==> src/rtl/irqVecCtlPkg.sv <==
package irqVecCtlPkg;

  typedef enum logic [4:0] {
    RS_NONE, RS_CTL, RS_THR, RS_ENH, RS_ENL, RS_TYH, RS_TYL, RS_PRIO,
    RS_NVEC, RS_FVEC, RS_SRCH, RS_SRCL, RS_FRCH, RS_FRCL,
    RS_NPH, RS_NPL, RS_FPH, RS_FPL
  } rdSel_e;

  typedef struct packed {
    logic   wrCtl;
    logic   wrThr;
    logic   wrEnNum;
    logic   wrDisNum;
    logic   wrEnH;
    logic   wrEnL;
    logic   wrTypH;
    logic   wrTypL;
    logic   wrFrcH;
    logic   wrFrcL;
    logic   wrPrio;
    logic [2:0] prioGrp;
    rdSel_e rdSel;
  } strobes_t;

endpackage

==> src/rtl/irqVecCtlDecode.sv <==
module irqVecCtlDecode
  import irqVecCtlPkg::*;
#(
  parameter int ADDR_W = 8
) (
  input  logic [ADDR_W-1:0] busAddr,
  input  logic              busWr,
  input  logic              busRd,
  output strobes_t          stb
);
  localparam int IDX_W = ADDR_W - 2;

  logic [IDX_W-1:0] wIdx;
  logic             aligned;

  assign wIdx    = busAddr[ADDR_W-1:2];
  assign aligned = (busAddr[1:0] == 2'b00);

  always_comb begin
    stb = '0;
    stb.rdSel = RS_NONE;
    stb.prioGrp = ~wIdx[2:0];
    if (aligned) begin
      unique case (wIdx)
        IDX_W'(0):  begin stb.wrCtl   = busWr; stb.rdSel = RS_CTL;  end
        IDX_W'(1):  begin stb.wrThr   = busWr; stb.rdSel = RS_THR;  end
        IDX_W'(2):  stb.wrEnNum  = busWr;
        IDX_W'(3):  stb.wrDisNum = busWr;
        IDX_W'(4):  begin stb.wrEnH  = busWr; stb.rdSel = RS_ENH; end
        IDX_W'(5):  begin stb.wrEnL  = busWr; stb.rdSel = RS_ENL; end
        IDX_W'(6):  begin stb.wrTypH = busWr; stb.rdSel = RS_TYH; end
        IDX_W'(7):  begin stb.wrTypL = busWr; stb.rdSel = RS_TYL; end
        IDX_W'(8), IDX_W'(9), IDX_W'(10), IDX_W'(11),
        IDX_W'(12), IDX_W'(13), IDX_W'(14), IDX_W'(15):
                    begin stb.wrPrio = busWr; stb.rdSel = RS_PRIO; end
        IDX_W'(16): stb.rdSel = RS_NVEC;
        IDX_W'(17): stb.rdSel = RS_FVEC;
        IDX_W'(18): stb.rdSel = RS_SRCH;
        IDX_W'(19): stb.rdSel = RS_SRCL;
        IDX_W'(20): begin stb.wrFrcH = busWr; stb.rdSel = RS_FRCH; end
        IDX_W'(21): begin stb.wrFrcL = busWr; stb.rdSel = RS_FRCL; end
        IDX_W'(22): stb.rdSel = RS_NPH;
        IDX_W'(23): stb.rdSel = RS_NPL;
        IDX_W'(24): stb.rdSel = RS_FPH;
        IDX_W'(25): stb.rdSel = RS_FPL;
        default:    stb.rdSel = RS_NONE;
      endcase
    end
    if (!busRd) stb.rdSel = RS_NONE;
  end

endmodule

==> src/rtl/irqVecCtlCore.sv <==
module irqVecCtlCore
  import irqVecCtlPkg::*;
#(
  parameter int WORD_W = 32,
  parameter int PRIO_W = 4,
  parameter int THR_W  = 5
) (
  input  logic                clk,
  input  logic                rstN,
  input  strobes_t            stb,
  input  logic [WORD_W-1:0]   busWdata,
  input  logic [2*WORD_W-1:0] srcIn,
  output logic [WORD_W-1:0]   busRdata,
  output logic                irqNorm,
  output logic                irqFast
);
  localparam int NUM_SRC = 2 * WORD_W;
  localparam int IDX_W   = $clog2(NUM_SRC);
  localparam int HALF_W  = WORD_W / 2;
  localparam int PER_GRP = WORD_W / PRIO_W;
  localparam int NUM_GRP = NUM_SRC / PER_GRP;
  localparam int GRP_W   = $clog2(NUM_GRP);

  logic [WORD_W-1:0]              ctlReg;
  logic [THR_W-1:0]               thrReg;
  logic [NUM_SRC-1:0]             enReg, typReg, frcReg;
  logic [NUM_SRC-1:0][PRIO_W-1:0] prioReg;

  logic [NUM_SRC-1:0] activeVec, normPend, fastPend;
  logic               nFound, fFound;
  logic [IDX_W-1:0]   nNum, fNum;
  logic [PRIO_W-1:0]  nPrio;
  logic [WORD_W-1:0]  nVec, fVec, prioWord;
  logic               numOk;
  logic [GRP_W-1:0]   grp;

  assign numOk = (busWdata < WORD_W'(NUM_SRC));
  assign grp   = GRP_W'(stb.prioGrp);

  // register file
  always_ff @(posedge clk) begin
    if (!rstN) begin
      ctlReg  <= '0;
      thrReg  <= '1;
      enReg   <= '0;
      typReg  <= '0;
      frcReg  <= '0;
      prioReg <= '0;
    end else begin
      if (stb.wrCtl)  ctlReg <= busWdata;
      if (stb.wrThr)  thrReg <= busWdata[THR_W-1:0];
      if (stb.wrEnH)  enReg[NUM_SRC-1:WORD_W]  <= busWdata;
      if (stb.wrEnL)  enReg[WORD_W-1:0]        <= busWdata;
      if (stb.wrTypH) typReg[NUM_SRC-1:WORD_W] <= busWdata;
      if (stb.wrTypL) typReg[WORD_W-1:0]       <= busWdata;
      if (stb.wrFrcH) frcReg[NUM_SRC-1:WORD_W] <= busWdata;
      if (stb.wrFrcL) frcReg[WORD_W-1:0]       <= busWdata;
      if (stb.wrEnNum && numOk)  enReg[busWdata[IDX_W-1:0]] <= 1'b1;
      if (stb.wrDisNum && numOk) enReg[busWdata[IDX_W-1:0]] <= 1'b0;
      if (stb.wrPrio) begin
        for (int k = 0; k < PER_GRP; k++)
          prioReg[int'(grp)*PER_GRP + k] <= busWdata[k*PRIO_W +: PRIO_W];
      end
    end
  end

  // pending evaluation per source
  for (genvar i = 0; i < NUM_SRC; i++) begin : g_pend
    assign activeVec[i] = (srcIn[i] | frcReg[i]) & enReg[i];
    assign fastPend[i]  = activeVec[i] & typReg[i];
    assign normPend[i]  = activeVec[i] & ~typReg[i] &
                          ({1'b0, prioReg[i]} > thrReg);
  end

  // normal arbitration: highest priority, ties to higher number
  always_comb begin
    nFound = 1'b0;
    nNum   = '0;
    nPrio  = '0;
    for (int i = 0; i < NUM_SRC; i++) begin
      if (normPend[i] && (!nFound || prioReg[i] >= nPrio)) begin
        nFound = 1'b1;
        nNum   = IDX_W'(i);
        nPrio  = prioReg[i];
      end
    end
  end

  // fast arbitration: lowest number wins
  always_comb begin
    fFound = 1'b0;
    fNum   = '0;
    for (int i = NUM_SRC - 1; i >= 0; i--) begin
      if (fastPend[i]) begin
        fFound = 1'b1;
        fNum   = IDX_W'(i);
      end
    end
  end

  assign nVec = nFound ? {HALF_W'(nNum), HALF_W'(nPrio)} : {{HALF_W{1'b1}}, HALF_W'(0)};
  assign fVec = fFound ? {HALF_W'(fNum), HALF_W'(0)}     : {{HALF_W{1'b1}}, HALF_W'(0)};

  always_comb begin
    prioWord = '0;
    for (int k = 0; k < PER_GRP; k++)
      prioWord[k*PRIO_W +: PRIO_W] = prioReg[int'(grp)*PER_GRP + k];
  end

  always_comb begin
    unique case (stb.rdSel)
      RS_CTL:  busRdata = ctlReg;
      RS_THR:  busRdata = WORD_W'(thrReg);
      RS_ENH:  busRdata = enReg[NUM_SRC-1:WORD_W];
      RS_ENL:  busRdata = enReg[WORD_W-1:0];
      RS_TYH:  busRdata = typReg[NUM_SRC-1:WORD_W];
      RS_TYL:  busRdata = typReg[WORD_W-1:0];
      RS_PRIO: busRdata = prioWord;
      RS_NVEC: busRdata = nVec;
      RS_FVEC: busRdata = fVec;
      RS_SRCH: busRdata = srcIn[NUM_SRC-1:WORD_W];
      RS_SRCL: busRdata = srcIn[WORD_W-1:0];
      RS_FRCH: busRdata = frcReg[NUM_SRC-1:WORD_W];
      RS_FRCL: busRdata = frcReg[WORD_W-1:0];
      RS_NPH:  busRdata = normPend[NUM_SRC-1:WORD_W];
      RS_NPL:  busRdata = normPend[WORD_W-1:0];
      RS_FPH:  busRdata = fastPend[NUM_SRC-1:WORD_W];
      RS_FPL:  busRdata = fastPend[WORD_W-1:0];
      default: busRdata = '0;
    endcase
  end

  always_ff @(posedge clk) begin
    if (!rstN) begin
      irqNorm <= 1'b0;
      irqFast <= 1'b0;
    end else begin
      irqNorm <= |normPend;
      irqFast <= |fastPend;
    end
  end

endmodule

==> src/rtl/irqVecCtl.sv <==
module irqVecCtl
  import irqVecCtlPkg::*;
#(
  parameter int ADDR_W = 8,
  parameter int WORD_W = 32
) (
  input  logic                clk,
  input  logic                rstN,
  input  logic [ADDR_W-1:0]   busAddr,
  input  logic                busWr,
  input  logic [WORD_W-1:0]   busWdata,
  input  logic                busRd,
  output logic [WORD_W-1:0]   busRdata,
  input  logic [2*WORD_W-1:0] srcIn,
  output logic                irqNorm,
  output logic                irqFast
);
  strobes_t stb;

  irqVecCtlDecode #(.ADDR_W(ADDR_W)) decodeU (
    .busAddr (busAddr),
    .busWr   (busWr),
    .busRd   (busRd),
    .stb     (stb)
  );

  irqVecCtlCore #(.WORD_W(WORD_W)) coreU (
    .clk      (clk),
    .rstN     (rstN),
    .stb      (stb),
    .busWdata (busWdata),
    .srcIn    (srcIn),
    .busRdata (busRdata),
    .irqNorm  (irqNorm),
    .irqFast  (irqFast)
  );

endmodule

==> config.mk <==
export PLATFORM = sky130hd
export DESIGN_NAME = irqVecCtl
export DESIGN_NICKNAME = d
export VERILOG_FILES = /design/src/rtl/irqVecCtlPkg.sv /design/src/rtl/irqVecCtlDecode.sv /design/src/rtl/irqVecCtlCore.sv /design/src/rtl/irqVecCtl.sv
export SDC_FILE = /design/constraint.sdc
export NUM_CORES = 2
export LEC_CHECK = 0
export ABC_AREA = 1
export BUFFER_PORTS_ARGS = -buffer_cell sky130_fd_sc_hd__buf_2
export CORE_UTILIZATION = 40
export CTS_CLUSTER_DIAMETER = 150
export DETAILED_ROUTE_END_ITERATION = 7
export MAX_ROUTING_LAYER = met4
export PLACE_DENSITY = 0.65
export SLEW_MARGIN = 40
export SYNTH_ARGS = -nofsm -noshare
export SYNTH_HDL_FRONTEND = slang
export SYNTH_HIERARCHICAL = 1
export SYNTH_SLANG_ARGS = --single-unit
==> constraint.sdc <==
create_clock -name clk -period 72.1 [get_ports clk]
set_clock_uncertainty 0.2 [all_clocks]
set_input_delay 0 -clock clk [delete_from_list [all_inputs] [get_ports clk]]
set_output_delay 0 -clock clk [all_outputs]
set_load 0.01 [all_outputs]
==> summary.md <==
| Metric | Value |
|---|---|
| Warnings from Yosys | 6 |
| Critical path required time | 71.90 ns |
| Clock Path Buffers | 3 |
| Vert. Die Dim | 319 microns |
| Post-layout min period | 66.86 ns |
| Met3 WL | 26200 microns |
| Routed wire length | 201000 microns |
| Worst rel slew slack | 31.7% |
| Die X-Extent | 319 microns |
| Root buffer cell | clkbuf_16 |
| Antenna violations before repair | 12 |
| Buffers on Ports | 141 |
| Sequential-to-total area share from yosys stat | 24.3% |
| DRT antenna net count | 0 |
| Most frequent CP cell | nand2_1 |
| Crit share post-route | 92.7% |
| Drt first pass iters | 8 |
| EDFF count, synth | 0 |
| Clock Latency Late Sink | 0.67 ns |
| WL met2 | 82200 microns |
| Die area | 102000 sq um |
| Placed cell count | 7497 |
| Main synth FF type | dfxtp_1 |
| Status | complete, no violations |
| Final Hold Vio Count | 0 |
| Slew @ Worst Pin | 0.998 ns |
| Vias in the first global route | 41600 |
| Vias per cell | 6.09 |
| Synth Area per Inst | 6.67 sq um |
| Max IR drop VDD | 0.0000184 V |
| Top-count cell post-synth | o21ai_0 |
| Post-synth top area cell | dfxtp_1 |
| IO Count | 142 |
| Setup TNS Final | 0 ns |
| Crit path max fanout | 8 |
| Commonest cells in the netlist | o21ai_0, nand2_1, a21oi_1 |
| Syn nets | 6584 |
| Largest net degree at the start of global routing | 146 |
| Detailed-route DRC error count | 0 |
| Max Used Layer | met4 |
| Maximum Capacitance Violations | 0 |
| Gr usage total | 38.8% |
| Max Slew Vio Count | 0 |
| Arrival time at the worst endpoint | 66.66 ns |
| CTS tree | yes |
| Startpoint types | register |
| Nets@finish | 6920 |
| Row count | 115 |
| Reg clk slew, reported paths | 0.07 ns |
| Layout area overhead | 19.7% |
| Critical path's largest stage delay | 0.34 ns |
| Worst Setup Path Type | register to output pin |
| Mapped Cells | 6022 |
| Synthesized area | 40200 sq um |
| Hold crit path type | input pin to register |
| CTS Sinks | 487 |
| Highest clock rate | 15.0 MHz |
| Top cell type's share of synthesized area | 24.3% |
| First-pass GRT wire length | 284000 microns |
| Synthesized flop and latch total | 487 |
| Final HPWL DP | 149000 microns |
| Synth top area cells | dfxtp_1, ha_1, o21ai_0, a21oi_1, nand2_1 |
| Post-synth ARST share | 0% |
| CP max-delay cell | dfxtp_2 |
| Starting Density | 40.6% |
| Per-cell routed wire length | 26.1 microns |
| Final setup vio count | 0 |
| Final Util | 48.6% |
| Total power | 0.000636 W |
| Grt total ovfl | 0 |
| GP Congestion | 1.05 |
| Crit end category | output pin |
| Htree depth | 2 |
| Pwr dens | 13.2 nW/um^2 |
| Yosys cell types | 70 |
| Core area | 98900 sq um |
| Pleak | 20.8 nW |
| Share of layout cells above drive strength 1 | 19.1% |
| Wl on met1 | 80000 microns |
| Fillcell total | 9891 |
| Num CTS Buffers | 56 |
| Final non-filler cell total | 7703 |
| Drt first-iter violations | 6788 |
| Vias after detailed routing | 46900 |
[final timing paths]
kind | startpoint | to | slack [ns] | cells past startpoint
hold reg to reg | coreU/frcReg[42]$_SDFFE_PN0P_ | coreU/frcReg[42]$_SDFFE_PN0P_ | 0.34 | 2
setup reg to reg | coreU/thrReg[3]$_SDFFE_PN1P_ | coreU/irqNorm$_SDFF_PN0_ | 10.67 | 583
hold / removal | busAddr[3] | coreU/enReg[27]$_SDFF_PN0_ | 0.03 | 5
setup / recovery | coreU/thrReg[3]$_SDFFE_PN1P_ | busRdata[18] | 5.24 | 625
[timing repair]
item                                    4_1_cts  5_1_grt
endpoints found under the hold margin       484        0
pin swaps                                    28      279
buffers inserted                              1       46
hold buffers                                 38        0
endpoints found under the setup margin       10       21
gates resized for setup                      77      443
[logic make-up after synthesis]
kind of cell | after synthesis | synth area share, %
compound gates | 2093 | 29.4
fa+ha+maj | 454 | 14.1
buf+inv | 996 | 9.67
flops | 487 | 24.3
simple gates | 1992 | 22.5
[through the flow]
step                      worst slack (ns)  hold slack (ns)  area, sq um
after floorplan                       1.32          -0.0775        40200
after global placement                1.30            0.165        44000
after detailed placement             -1.14            0.175        44200
after CTS                           0.0129          0.00564        46700
after global routing                -0.618           0.0564        48100
final                                 5.24           0.0330        48100
[state kept, by name, indices dropped and copies added, names as in the netlist]
signal and flops:
coreU/typReg 64, coreU/frcReg 64, coreU/irqNorm 1, coreU/ctlReg 32
coreU/prioReg 256, coreU/irqFast 1, coreU/enReg 64, coreU/thrReg 5
[power breakdown]
part / switching [W] / leakage [nW] / internal, W
Combinational: 0.0000353 / 15.9 / 0.00000985
Clock: 0.000134 / 0.995 / 0.000187
Sequential: 0.000000842 / 3.92 / 0.000270
[layout make-up]
cell class	count	area (sq um)	share of cell area (%)
multi-input combinational	4539	27800	57.9
sequential	487	9760	20.3
timing repair buffer	580	4210	8.76
inverter	694	2640	5.50
clock buffer	74	1620	3.37
tap	1287	1610	3.35
clock inverter	32	385	0.802
antenna	10	25.0	0.0521
[per-layer routing]
| layer | global-route usage, % | vias up |
|---|---|---|
| li1 | - | 21500 |
| met1 | 50.9 | 21800 |
| met2 | 54.8 | 2958 |
| met3 | 9.40 | 538 |
| met4 | 20.0 | 0 |
| met5 | - | - |
[cells in the final DEF (no fill, tap or decap), types with 20 or more instances in the layout]
cell / n
nand2_1: 843
a21oi_1: 721
o21ai_0: 655
inv_1: 629
dfxtp_1: 483
nor2_1: 471
ha_1: 448
buf_4: 382
nand3_1: 177
o21ai_1: 169
nand2_2: 163
buf_2: 145
o21ai_2: 125
a221oi_1: 89
nand2_4: 83
a311oi_1: 74
clkbuf_16: 58
nor3_1: 53
o22ai_1: 45
nand3_2: 44
nand4_1: 43
inv_2: 43
dlygate4sd3_1: 38
o21bai_1: 36
o211ai_1: 31
nor2_2: 28
clkinv_2: 26
nor2_4: 23
nor4_1: 20
[worst max-delay path: cells and delay by family, from the launching register on]
family | cells | cell delay (ns)
flip-flops | 1 | 0.34
buffers and inverters | 72 | 5.36
AND/OR/NAND/NOR | 315 | 25.10
AO/OA/AOI/OAI | 174 | 18.37
adder cells (fa/ha/maj) | 64 | 16.60
No activity file was read; power rests on OpenSTA's default activity.
